File: src/rtl/nbc_pkg.sv
// Shared definitions for the non-blocking cache.
// Assumes: nothing beyond the default geometry constants below.
package nbc_pkg;
    localparam int NBC_AW    = 8;   // word address bits
    localparam int NBC_DW    = 16;  // data word bits
    localparam int NBC_TW    = 4;   // load tag bits
    localparam int NBC_LINES = 8;   // direct-mapped lines
    localparam int NBC_NMISS = 2;   // outstanding fills
    localparam int NBC_RQD   = 4;   // queue entries per fill

    // one action per cycle, listed by falling priority
    typedef enum logic [1:0] {
        ACT_REPLAY = 2'd0,
        ACT_FILL   = 2'd1,
        ACT_WB     = 2'd2,
        ACT_CPU    = 2'd3
    } nbc_act_t;
endpackage

File: src/rtl/nbc_miss_file.sv
// Miss slots with per-slot replay queues.
// Slots are allocated and retired in circular order, so the oldest slot
// always owns the next returning line. Entries are opaque EW-bit words.
// Assumes: the caller never pushes into a full queue, never allocates a
// busy slot and never retires an empty one.
module nbc_miss_file #(
    parameter int LAW   = 6,
    parameter int IW    = 3,
    parameter int NMISS = 2,
    parameter int RQD   = 4,
    parameter int EW    = 23,
    localparam int MIW  = (NMISS > 1) ? $clog2(NMISS) : 1,
    localparam int QCW  = $clog2(RQD + 1),
    localparam int PW   = (RQD > 1) ? $clog2(RQD) : 1
) (
    input  logic           clk,
    input  logic           rst_n,
    input  logic [LAW-1:0] lk_line,
    output logic           lk_hit,
    output logic [MIW-1:0] lk_idx,
    output logic           lk_qfull,
    output logic           lk_conflict,
    output logic           free_avail,
    input  logic           alloc_en,
    input  logic           push_en,
    input  logic [MIW-1:0] push_idx,
    input  logic [EW-1:0]  push_ent,
    output logic           old_valid,
    output logic [LAW-1:0] old_line,
    output logic [QCW-1:0] old_cnt,
    input  logic [PW-1:0]  rd_pos,
    output logic [EW-1:0]  rd_ent,
    input  logic           retire_en
);
    logic [NMISS-1:0] vld;
    logic [LAW-1:0]   line_q [NMISS];
    logic [QCW-1:0]   cnt_q  [NMISS];
    logic [EW-1:0]    ent_q  [NMISS][RQD];
    logic [MIW-1:0]   wr_ptr, rd_ptr;

    // associative match of the requested line against live slots
    always_comb begin
        lk_hit      = 1'b0;
        lk_idx      = '0;
        lk_conflict = 1'b0;
        for (int i = 0; i < NMISS; i++) begin
            if (vld[i] && line_q[i] == lk_line) begin
                lk_hit = 1'b1;
                lk_idx = MIW'(i);
            end
            if (vld[i] && line_q[i] != lk_line && line_q[i][IW-1:0] == lk_line[IW-1:0])
                lk_conflict = 1'b1;
        end
    end

    assign lk_qfull   = (cnt_q[lk_idx] == QCW'(RQD));
    assign free_avail = !vld[wr_ptr];
    assign old_valid  = vld[rd_ptr];
    assign old_line   = line_q[rd_ptr];
    assign old_cnt    = cnt_q[rd_ptr];
    assign rd_ent     = ent_q[rd_ptr][rd_pos];

    // slot control: valid bits, line addresses, counts, circular pointers
    always_ff @(posedge clk) begin
        if (!rst_n) begin
            vld    <= '0;
            wr_ptr <= '0;
            rd_ptr <= '0;
            for (int i = 0; i < NMISS; i++) begin
                cnt_q[i]  <= '0;
                line_q[i] <= '0;
            end
        end else begin
            if (alloc_en) begin
                vld[wr_ptr]    <= 1'b1;
                line_q[wr_ptr] <= lk_line;
                cnt_q[wr_ptr]  <= QCW'(1);
                wr_ptr         <= (wr_ptr == MIW'(NMISS - 1)) ? '0 : wr_ptr + 1'b1;
            end
            if (push_en)
                cnt_q[push_idx] <= cnt_q[push_idx] + 1'b1;
            if (retire_en) begin
                vld[rd_ptr]   <= 1'b0;
                cnt_q[rd_ptr] <= '0;
                rd_ptr        <= (rd_ptr == MIW'(NMISS - 1)) ? '0 : rd_ptr + 1'b1;
            end
        end
    end

    // queue storage: the first entry on allocation, later ones appended
    always_ff @(posedge clk) begin
        if (alloc_en)
            ent_q[wr_ptr][0] <= push_ent;
        if (push_en)
            ent_q[push_idx][cnt_q[push_idx][PW-1:0]] <= push_ent;
    end


    no_overflow_chk: assert property (@(posedge clk) disable iff (!rst_n)
        push_en |-> (cnt_q[push_idx] < QCW'(RQD)));

    alloc_free_chk: assert property (@(posedge clk) disable iff (!rst_n)
        alloc_en |-> !vld[wr_ptr]);

    retire_live_chk: assert property (@(posedge clk) disable iff (!rst_n)
        retire_en |-> vld[rd_ptr]);
endmodule

File: src/rtl/nbc_victim_buf.sv
// Single-line holding register for a modified line that awaits write-back.
// Assumes: load only when empty; clear and load never in the same cycle.
module nbc_victim_buf #(
    parameter int LAW = 6,
    parameter int LW  = 64
) (
    input  logic           clk,
    input  logic           rst_n,
    input  logic           load_en,
    input  logic [LAW-1:0] load_addr,
    input  logic [LW-1:0]  load_line,
    input  logic           clear_en,
    output logic           full,
    output logic [LAW-1:0] addr,
    output logic [LW-1:0]  line
);
    // occupancy flag
    always_ff @(posedge clk) begin
        if (!rst_n)        full <= 1'b0;
        else if (load_en)  full <= 1'b1;
        else if (clear_en) full <= 1'b0;
    end

    // payload capture
    always_ff @(posedge clk) begin
        if (load_en) begin
            addr <= load_addr;
            line <= load_line;
        end
    end


    vb_single_chk: assert property (@(posedge clk) disable iff (!rst_n)
        load_en |-> !full);
endmodule

File: src/rtl/nbc_line_store.sv
// Direct-mapped line array with valid, modified and tag state.
// One read port (combinational) and, per cycle, at most one of: word write,
// line install, invalidate. Assumes the caller serialises these.
module nbc_line_store #(
    parameter int LINES = 8,
    parameter int LTW   = 3,
    parameter int DW    = 16,
    localparam int IW   = $clog2(LINES),
    localparam int LW   = 4 * DW
) (
    input  logic           clk,
    input  logic           rst_n,
    input  logic [IW-1:0]  rd_idx,
    output logic           rd_valid,
    output logic           rd_dirty,
    output logic [LTW-1:0] rd_tag,
    output logic [LW-1:0]  rd_line,
    input  logic           wr_en,
    input  logic [IW-1:0]  wr_idx,
    input  logic [1:0]     wr_off,
    input  logic [DW-1:0]  wr_data,
    input  logic           fill_en,
    input  logic [IW-1:0]  fill_idx,
    input  logic [LTW-1:0] fill_tag,
    input  logic [LW-1:0]  fill_line,
    input  logic           inval_en,
    input  logic [IW-1:0]  inval_idx
);
    logic [LINES-1:0] vld, dty;
    logic [LTW-1:0]   tag_q  [LINES];
    logic [LW-1:0]    data_q [LINES];

    assign rd_valid = vld[rd_idx];
    assign rd_dirty = dty[rd_idx];
    assign rd_tag   = tag_q[rd_idx];
    assign rd_line  = data_q[rd_idx];

    // line state bits
    always_ff @(posedge clk) begin
        if (!rst_n) begin
            vld <= '0;
            dty <= '0;
        end else begin
            if (fill_en) begin
                vld[fill_idx] <= 1'b1;
                dty[fill_idx] <= 1'b0;
            end
            if (wr_en)    dty[wr_idx]    <= 1'b1;
            if (inval_en) vld[inval_idx] <= 1'b0;
        end
    end

    // tags and data words
    always_ff @(posedge clk) begin
        if (fill_en) begin
            tag_q[fill_idx]  <= fill_tag;
            data_q[fill_idx] <= fill_line;
        end
        if (wr_en)
            data_q[wr_idx][wr_off*DW +: DW] <= wr_data;
    end
endmodule

File: src/rtl/nbc_cache.sv
// Non-blocking write-back cache top: priority scheduler, replay engine,
// hit path, miss entry, eviction drain and the registered memory request.
// Assumes: the memory returns line reads in issue order and performs line
// requests in issue order; load tags in flight are unique.
module nbc_cache
    import nbc_pkg::*;
#(
    parameter int AW    = NBC_AW,
    parameter int DW    = NBC_DW,
    parameter int TW    = NBC_TW,
    parameter int LINES = NBC_LINES,
    parameter int NMISS = NBC_NMISS,
    parameter int RQD   = NBC_RQD,
    localparam int LAW  = AW - 2,
    localparam int LW   = 4 * DW,
    localparam int IW   = $clog2(LINES),
    localparam int LTW  = LAW - IW,
    localparam int EW   = 1 + 2 + TW + DW,
    localparam int MIW  = (NMISS > 1) ? $clog2(NMISS) : 1,
    localparam int QCW  = $clog2(RQD + 1),
    localparam int PW   = (RQD > 1) ? $clog2(RQD) : 1
) (
    input  logic           clk,
    input  logic           rst_n,
    input  logic           cpu_req_valid,
    output logic           cpu_req_ready,
    input  logic           cpu_req_wr,
    input  logic [AW-1:0]  cpu_req_addr,
    input  logic [TW-1:0]  cpu_req_tag,
    input  logic [DW-1:0]  cpu_req_data,
    output logic           cpu_rsp_valid,
    output logic [TW-1:0]  cpu_rsp_tag,
    output logic [DW-1:0]  cpu_rsp_data,
    output logic           mem_req_valid,
    input  logic           mem_req_ready,
    output logic           mem_req_wr,
    output logic [LAW-1:0] mem_req_addr,
    output logic [LW-1:0]  mem_req_line,
    input  logic           mem_rsp_valid,
    output logic           mem_rsp_ready,
    input  logic [LW-1:0]  mem_rsp_line
);
    // request decode
    logic [1:0]     c_off;
    logic [LAW-1:0] c_line;
    logic [IW-1:0]  c_idx;
    logic [LTW-1:0] c_ltag;
    assign c_off  = cpu_req_addr[1:0];
    assign c_line = cpu_req_addr[AW-1:2];
    assign c_idx  = c_line[IW-1:0];
    assign c_ltag = c_line[LAW-1:IW];

    // replay state
    logic          rp_active;
    logic [PW-1:0] rp_pos;

    // submodule wiring
    logic           lk_hit, lk_qfull, lk_conflict, free_avail, old_valid;
    logic [MIW-1:0] lk_idx;
    logic [LAW-1:0] old_line;
    logic [QCW-1:0] old_cnt;
    logic [EW-1:0]  rd_ent, new_ent;
    logic           ls_valid, ls_dirty;
    logic [LTW-1:0] ls_tag;
    logic [LW-1:0]  ls_line;
    logic [IW-1:0]  old_idx, port_idx;
    logic           vb_full;
    logic [LAW-1:0] vb_addr;
    logic [LW-1:0]  vb_line;

    // replay entry fields: {wr, off, tag, data}
    logic          e_wr;
    logic [1:0]    e_off;
    logic [TW-1:0] e_tag;
    logic [DW-1:0] e_data;
    assign {e_wr, e_off, e_tag, e_data} = rd_ent;
    assign new_ent  = {cpu_req_wr, c_off, cpu_req_tag, cpu_req_data};
    assign old_idx  = old_line[IW-1:0];
    assign port_idx = rp_active ? old_idx : c_idx;

    // scheduler: one action per cycle, fixed priority
    nbc_act_t act;
    always_comb begin
        if (rp_active)                   act = ACT_REPLAY;
        else if (mem_rsp_valid)          act = ACT_FILL;
        else if (vb_full && !mem_req_valid) act = ACT_WB;
        else                             act = ACT_CPU;
    end

    // admission rule for a processor request
    logic hit, cpu_ok, cpu_fire, hit_fire, primary, secondary;
    logic do_replay, do_fill, do_wb, rp_last;
    always_comb begin
        hit    = ls_valid && (ls_tag == c_ltag);
        cpu_ok = hit
              || (lk_hit && !lk_qfull)
              || (!lk_hit && free_avail && !mem_req_valid && !vb_full && !lk_conflict);
    end
    assign cpu_req_ready = (act == ACT_CPU) && cpu_ok;
    assign cpu_fire      = cpu_req_ready && cpu_req_valid;
    assign hit_fire      = cpu_fire && hit;
    assign primary       = cpu_fire && !hit && !lk_hit;
    assign secondary     = cpu_fire && !hit && lk_hit;
    assign do_replay     = (act == ACT_REPLAY);
    assign do_fill       = (act == ACT_FILL);
    assign do_wb         = (act == ACT_WB);
    assign mem_rsp_ready = do_fill;
    assign rp_last       = (QCW'(rp_pos) + QCW'(1)) == old_cnt;

    nbc_miss_file #(.LAW(LAW), .IW(IW), .NMISS(NMISS), .RQD(RQD), .EW(EW)) u_miss (
        .clk(clk), .rst_n(rst_n),
        .lk_line(c_line), .lk_hit(lk_hit), .lk_idx(lk_idx), .lk_qfull(lk_qfull),
        .lk_conflict(lk_conflict), .free_avail(free_avail),
        .alloc_en(primary), .push_en(secondary), .push_idx(lk_idx), .push_ent(new_ent),
        .old_valid(old_valid), .old_line(old_line), .old_cnt(old_cnt),
        .rd_pos(rp_pos), .rd_ent(rd_ent),
        .retire_en(do_replay && rp_last)
    );

    nbc_line_store #(.LINES(LINES), .LTW(LTW), .DW(DW)) u_lines (
        .clk(clk), .rst_n(rst_n),
        .rd_idx(port_idx), .rd_valid(ls_valid), .rd_dirty(ls_dirty),
        .rd_tag(ls_tag), .rd_line(ls_line),
        .wr_en((hit_fire && cpu_req_wr) || (do_replay && e_wr)),
        .wr_idx(port_idx),
        .wr_off(rp_active ? e_off : c_off),
        .wr_data(rp_active ? e_data : cpu_req_data),
        .fill_en(do_fill), .fill_idx(old_idx), .fill_tag(old_line[LAW-1:IW]),
        .fill_line(mem_rsp_line),
        .inval_en(primary), .inval_idx(c_idx)
    );

    nbc_victim_buf #(.LAW(LAW), .LW(LW)) u_victim (
        .clk(clk), .rst_n(rst_n),
        .load_en(primary && ls_valid && ls_dirty),
        .load_addr({ls_tag, c_idx}), .load_line(ls_line),
        .clear_en(do_wb),
        .full(vb_full), .addr(vb_addr), .line(vb_line)
    );

    // replay engine: start on install, step per cycle, stop after last entry
    always_ff @(posedge clk) begin
        if (!rst_n) begin
            rp_active <= 1'b0;
            rp_pos    <= '0;
        end else if (do_fill) begin
            rp_active <= 1'b1;
            rp_pos    <= '0;
        end else if (do_replay) begin
            rp_active <= !rp_last;
            rp_pos    <= rp_last ? '0 : rp_pos + 1'b1;
        end
    end

    // memory request register: line read on primary miss, line write on drain
    always_ff @(posedge clk) begin
        if (!rst_n) begin
            mem_req_valid <= 1'b0;
            mem_req_wr    <= 1'b0;
            mem_req_addr  <= '0;
            mem_req_line  <= '0;
        end else if (primary) begin
            mem_req_valid <= 1'b1;
            mem_req_wr    <= 1'b0;
            mem_req_addr  <= c_line;
        end else if (do_wb) begin
            mem_req_valid <= 1'b1;
            mem_req_wr    <= 1'b1;
            mem_req_addr  <= vb_addr;
            mem_req_line  <= vb_line;
        end else if (mem_req_ready) begin
            mem_req_valid <= 1'b0;
        end
    end

    // reply register: hit loads and replayed loads
    always_ff @(posedge clk) begin
        if (!rst_n) begin
            cpu_rsp_valid <= 1'b0;
            cpu_rsp_tag   <= '0;
            cpu_rsp_data  <= '0;
        end else begin
            cpu_rsp_valid <= (hit_fire && !cpu_req_wr) || (do_replay && !e_wr);
            if (do_replay) begin
                cpu_rsp_tag  <= e_tag;
                cpu_rsp_data <= ls_line[e_off*DW +: DW];
            end else begin
                cpu_rsp_tag  <= cpu_req_tag;
                cpu_rsp_data <= ls_line[c_off*DW +: DW];
            end
        end
    end


    mreq_hold_chk: assert property (@(posedge clk) disable iff (!rst_n)
        mem_req_valid && !mem_req_ready |=>
            mem_req_valid && $stable(mem_req_addr) && $stable(mem_req_wr));

    replay_excl_chk: assert property (@(posedge clk) disable iff (!rst_n)
        rp_active |-> !cpu_req_ready && !mem_rsp_ready);

    fill_owner_chk: assert property (@(posedge clk) disable iff (!rst_n)
        mem_rsp_ready |-> old_valid);

    hit_reply_chk: assert property (@(posedge clk) disable iff (!rst_n)
        hit_fire && !cpu_req_wr |=> cpu_rsp_valid);
endmodule

File: config.mk
export PLATFORM = sky130hd
export DESIGN_NAME = nbc_cache
export DESIGN_NICKNAME = d
export VERILOG_FILES = /design/src/rtl/nbc_pkg.sv /design/src/rtl/nbc_miss_file.sv /design/src/rtl/nbc_victim_buf.sv /design/src/rtl/nbc_line_store.sv /design/src/rtl/nbc_cache.sv
export SDC_FILE = /design/constraint.sdc
export NUM_CORES = 1
export LEC_CHECK = 0
export BUFFER_PORTS_ARGS = -buffer_cell sky130_fd_sc_hd__buf_2
export CAP_MARGIN = 20
export CORE_UTILIZATION = 55
export CTS_BUF_LIST = sky130_fd_sc_hd__clkbuf_4
export DETAILED_ROUTE_END_ITERATION = 12
export PLACE_DENSITY = 0.75
export SLEW_MARGIN = 30
export SYNTH_ARGS = -nofsm -noshare
export SYNTH_HDL_FRONTEND = slang
export SYNTH_HIERARCHICAL = 1
export SYNTH_SLANG_ARGS = --single-unit
export TNS_END_PERCENT = 100
File: constraint.sdc
create_clock -name clk -period 5.1 [get_ports clk]
set_input_delay 0.255 -clock clk [delete_from_list [all_inputs] [get_ports clk]]
set_output_delay 0.255 -clock clk [all_outputs]
set_load 0.02 [all_outputs]
---- Word-level counts from Yosys, hierarchy flattened ----
Memory sizes are Yosys's and may differ from the RTL's. A register that Yosys moved wholly into a read port is not among the register bits.
Index checks and enable logic that the tools add are counted.
storage, ports and cells
  register bits after elaboration ......... 187
  memory bits (writable) .................. 738
  bits of input ports ..................... 98
  output and inout bits ................... 95
  word-level logic and storage cells ...... 225
  memories ................................ 5
memories
  name            depth  bits a word  rd ports  clocked after Yosys merged registers in  wr ports  line                  source
  u_lines.data_q  8      64           1         0                                        1         nbc_line_store.sv:31  logic [LW-1:0] data_q [LINES];
  u_miss.ent_q    2      92           1         1                                        1         nbc_miss_file.sv:38   logic [EW-1:0] ent_q [NMISS][RQD];
  u_lines.tag_q   8      3            1         0                                        1         nbc_line_store.sv:30  logic [LTW-1:0] tag_q [LINES];
  u_miss.line_q   2      6            3         1                                        2         nbc_miss_file.sv:36   logic [LAW-1:0] line_q [NMISS];
  u_miss.cnt_q    2      3            2         1                                        2         nbc_miss_file.sv:37   logic [QCW-1:0] cnt_q [NMISS];
cells by class
  add/sub/neg operators ................... 6
  magnitude comparators ................... 13
  equal/unequal tests ..................... 12
  shift operators ......................... 4
  mux-type cells .......................... 95
  bitwise gates (word level) .............. 13
  reductions and logical operators ........ 60
operator list
  kind                        number
  $mux W92                    3
  $mux W64                    3
  $shiftx A64 B7 Y16          2
  $reduce_or A92 Y1           1
  $mux W23                    3
  $reduce_or A64 Y1           1
  $shift A16 B34 Y64 const A  1
  $shiftx A16 B34 Y64         1
  $mux W1                     53
  $mux W8                     6
  $bmux W23 S2                1
  $demux W23 S2               1
  $neg A6 Y34                 1
  $logic_and A1 B1 Y1         32
  $mux W16                    2
  $mux W6                     3
  $and A8 B8 Y8               2
  $not A8 Y8                  2
  $or A8 B8 Y8                2
  $mux W3                     5
  $mux W2                     7
  $eq A3 B3 Y1                4
  $eq A6 B6 Y1                2
  $lt A3 B4 Y1 const B        3
  31 further kinds            62

---- Depth between registers and ports, before layout ----
An unclocked memory read counts as a cell.
  depth in word-level cells ............... 22
  depth in mapped cells ................... 18
  depth with buffers taken out ............ 11

---- By module ----
Netlist, hierarchy kept.
modules (own cells, without submodules)
  module          times used  cells each  area each (um^2)  sequential area each (um^2)
  nbc_line_store  1           1634        28710.0           16415.7
  nbc_miss_file   1           393         8338.0            6105.9
  nbc_cache       1           457         4390.5            1921.8
  nbc_victim_buf  1           73          2143.3            2122.0

---- Worst setup path after synthesis ----
Ideal clock, no wire load.
  kind .................................... register -> register
  from .................................... reg rp_active
  to ...................................... reg u_victim.addr[0] (enable)
  library setup time ...................... 0.437 ns
  arrival time ............................ 4.876 ns
  required time ........................... 4.663 ns
  setup slack ............................. -0.213 ns
  stages on the path, launching flop included .. 14
  path buffers ............................ 6
  period minus slack after synthesis ...... 5.313 ns
  cells stage by stage .................... dfxtp_1 -> buf_6 -> clkbuf_1 -> buf_2 -> mux2_2 -> buf_6 -> buf_12 -> buf_12 -> mux4_1 -> mux2_2 -> xnor2_1 -> nand4_1 -> and3_1 -> and3_1
on the way
  cells in the longest elaborated chain, start to end .. 12
  elaborated cells between the ends (all ways) .. 19
  classes of those cells .................. eq/ne: 2; mux: 6; reduce/logical: 10; memory: 1
RTL lines
  item                                  line                  source
  start: declaration                    nbc_cache.sv:54       logic rp_active;
  start signal: assignment              nbc_cache.sv:150      rp_active <= !rp_last;
  $mux W3 (*)                           nbc_cache.sv:79       assign port_idx = rp_active ? old_idx : c_idx;
  named net port_idx[0]                 nbc_cache.sv:66       logic [IW-1:0] old_idx, port_idx;
  $mem_v2 Z8 W3 (*)                     -
  named net ls_tag[0]                   nbc_cache.sv:64       logic [LTW-1:0] ls_tag;
  $eq A3 B3 Y1 (*)                      nbc_cache.sv:94       hit = ls_valid && (ls_tag == c_ltag);
  $logic_and A1 B1 Y1 (*)               nbc_cache.sv:94
  $logic_or A1 B1 Y1                    nbc_cache.sv:96       || (lk_hit && !lk_qfull)
  $logic_or A1 B1 Y1                    nbc_cache.sv:97       || (!lk_hit && free_avail && !mem_req_valid && !vb_full && !lk_conflict);
  $logic_and A1 B1 Y1                   nbc_cache.sv:99       assign cpu_req_ready = (act == ACT_CPU) && cpu_ok;
  $logic_and A1 B1 Y1                   nbc_cache.sv:100      assign cpu_fire = cpu_req_ready && cpu_req_valid;
  $logic_and A1 B1 Y1 (*) (2 in a row)  nbc_cache.sv:102      assign primary = cpu_fire && !hit && !lk_hit;
  named net primary                     nbc_cache.sv:91       logic hit, cpu_ok, cpu_fire, hit_fire, primary, secondary;
  $logic_and A1 B1 Y1 (*) (2 in a row)  nbc_cache.sv:135      .load_en(primary && ls_valid && ls_dirty),
  end signal: assignment                nbc_victim_buf.sv:27  addr <= load_addr;
  end: declaration                      nbc_victim_buf.sv:14  output logic [LAW-1:0] addr,
Mark *: on every way through the listed nets, which the timed path passes. The rest lies on a longest branch. The select of a mux whose other input is x is not followed.
A chain may end at the register's enable or synchronous reset.

==> impl_metrics.csv <==
group,metric,value,unit
timing,max_freq,211,MHz
layout,finalInstanceArea,49700,um^2
layout,final_cell_mix,"802 x edfxtp_1, 615 x mux2_2, 369 x clkbuf_4, 191 x buf_2, 150 x nand2_1",
clock_network,ctsHoldBuffers,130,
route,initialDrtViolationCount,2530,
layout,fin_cells,4249,
worst_setup_path,endpoint_kind,"flip-flop",
die,die_w,283,um
worst_setup_path,path_cells,"mux2_2 -> mux2_8 -> mux4_1 -> mux2_2 -> xnor2_1 -> and4_1 -> a32o_1 -> buf_4 -> nand3_2 -> nor2_4 -> mux2_2",
route,met2_length,56800,um
global_route,grt_max_degree,99,
die,die_area,80300,um^2
power_and_ir_drop,total_power,17.1,mW
route,met1Wirelength,45500,um
place,dp_cells,3673,
route,wire_per_inst,27.4,um
clock_network,clk_pin_slew,0.07,ns
timing,tns,0,ns
run_status,status,"finished, final reports clean",
route,dr.pass1.iters,6,
logic_synthesis,synthesis.area,43600,um^2
logic_synthesis,synthCells,2556,
logic_synthesis,avgSynthCellArea,17.0,um^2
timing,finalSetupViolCount,0,
worst_setup_path,worstPathRequired,5.87,ns
global_route,grt_overflow,0,
clock_network,insertion_delay,1.09,ns
die,pin_count,193,
route,vias,26007,
logic_synthesis,synth_fp_nets,2664,
power_and_ir_drop,p_int,12.7,mW
worst_setup_path,crit_fanout,16,
route,drc,0,
clock_network,post_cts_buffers,0,
worst_setup_path,cp_slowest_stage_delay,0.65,ns
global_route,grt_pass1_vias,26765,
worst_setup_path,worstPathArrival,5.52,ns
logic_synthesis,synth_warnings,6,
power_and_ir_drop,power_switching,4.39,mW
place,place_area,45300,um^2
layout,layout-drive-gt1-share,0.464,
power_and_ir_drop,p_comb_frac,0.130,
route,topRoutingLayerUsed,"met5",
timing,hold_viol,0,
route,ant_nets,0,
layout,area_growth,14.2,%
worst_setup_path,critPathLaunchType,"flip-flop",
power_and_ir_drop,cellLeakagePower,17.3,nW
timing,skew,0.0709,ns
power_and_ir_drop,netSwitchingFraction,0.257,
die,die_h,283,um
place,place_congestion,0.874,
timing,maxSlewViolCount,0,
clock_network,clk_path_buf_depth,3,
min_path,hp-class,"primary input to flip-flop",
worst_setup_path,slowest_stage,"nor2_4",
flow_run,maxCapViolations,0,
timing,period_needed,4.75,ns
power_and_ir_drop,vdd_drop_max,198,uV
place,dpl.hpwl,71200,um
route,wl_met3,10600,um
layout,layout_commonest_cell,"edfxtp_1",
layout,post-route-util,0.638,
clock_network,cts.repair.resized,0,
route,viasPerCell,6.12,
place,dp_slack,0.426,ns
worst_setup_path,critPathMostFrequentCell,"mux2_2",
timing,period_share,0.931,
clock_network,cts_tree,"built",
layout,nets,3102,
global_route,antenna_found_initial,32,
timing,fin_ws,0.350,ns
die,rows,102,
clock_network,cts_max_level,4,
clock_network,cts_sinks,926,
min_path,min_from,"mem_rsp_line[49]",
worst_setup_path,criticalPathCategory,"flip-flop to flip-flop",
timing,timing.hold.ws,0.109,ns
global_route,grt_pass1_wl,171000,um
power_and_ir_drop,power_per_cell_area,343,nW/um^2
clock_network,cts_made_buffers,229,
die,initial_core_util,0.559,
worst_setup_path,cp_top_family,"multiplexers",
power_and_ir_drop,sequentialPowerShare,0.499,
die,core_area,78000,um^2
timing,slew-limit-headroom,0.368,
route,wl,117000,um
global_route,grt_use_total,0.291,
power_and_ir_drop,clkPwrFrac,0.371,
clock_network,root_buffer,"clkbuf_4",
worst_setup_path,crit_buf_inv,1,
timing,rsz0062_at_grt,"no",
timing,worst_pin_slew,0.947,ns
place,io_buffers,192,
worst register-to-register path, stage by stage (launching register included):
cell	delay, ns
dfxtp_2	0.39
mux2_2	0.43
mux2_8	0.40
mux4_1	0.50
mux2_2	0.30
xnor2_1	0.20
and4_1	0.28
a32o_1	0.48
buf_4	0.24
nand3_2	0.22
nor2_4	0.65
mux2_2	0.42
routing by layer:
| metal | GRT usage | vias up |
|---|---|---|
| li1 | - | 11137 |
| met1 | 0.381 | 13138 |
| met2 | 0.474 | 1436 |
| met3 | 0.0665 | 276 |
| met4 | 0.111 | 20 |
| met5 | 0 | - |
flip-flops by register name (all words and copies together) (netlist names), named ones only:
name and flops:
u_lines/data_q 512, u_miss/ent_q 184, mem_req_line 64, u_victim/line 64, u_lines/tag_q 24, cpu_rsp_data 16
u_miss/line_q 12, u_lines/dty 8, u_lines/vld 8, mem_req_addr 6, u_miss/cnt_q 6, u_victim/addr 6
cpu_rsp_tag 4, rp_pos 2, u_miss/vld 2, cpu_rsp_valid 1, mem_req_valid 1, mem_req_wr 1
rp_active 1, u_miss/rd_ptr 1, u_miss/wr_ptr 1, u_victim/full 1
final timing paths:
check,to,slack [ns],depth (start not counted)
hold / removal,u_lines/data_q[5][49],0.11,3
setup / recovery,u_lines/data_q[1][9],0.35,11
setup reg to reg,u_lines/data_q[1][9],0.35,11
hold reg to reg,mem_req_line[36],0.45,2
final cells by class:
type / instances / area (um^2)
Antenna cell: 16 / 40.0
Clock buffer: 369 / 2770
Clock inverter: 61 / 299
Fill cell: 5479 / 28200
Inverter: 20 / 80.1
Multi-Input combinational cell: 1409 / 15700
Sequential cell: 926 / 26600
Tap cell: 1040 / 1300
Timing Repair Buffer: 408 / 2960
power groups by stage:
stage	Sequential, mW	Clock, mW	Combinational (mW)
global placement	8.68	0	2.05
finish	8.53	6.34	2.22
floorplan	8.71	0	1.36
global route	8.54	6.83	2.31
detailed placement	8.69	0	2.10
CTS	8.53	6.44	2.20
Power figures use the tool's default switching activity.
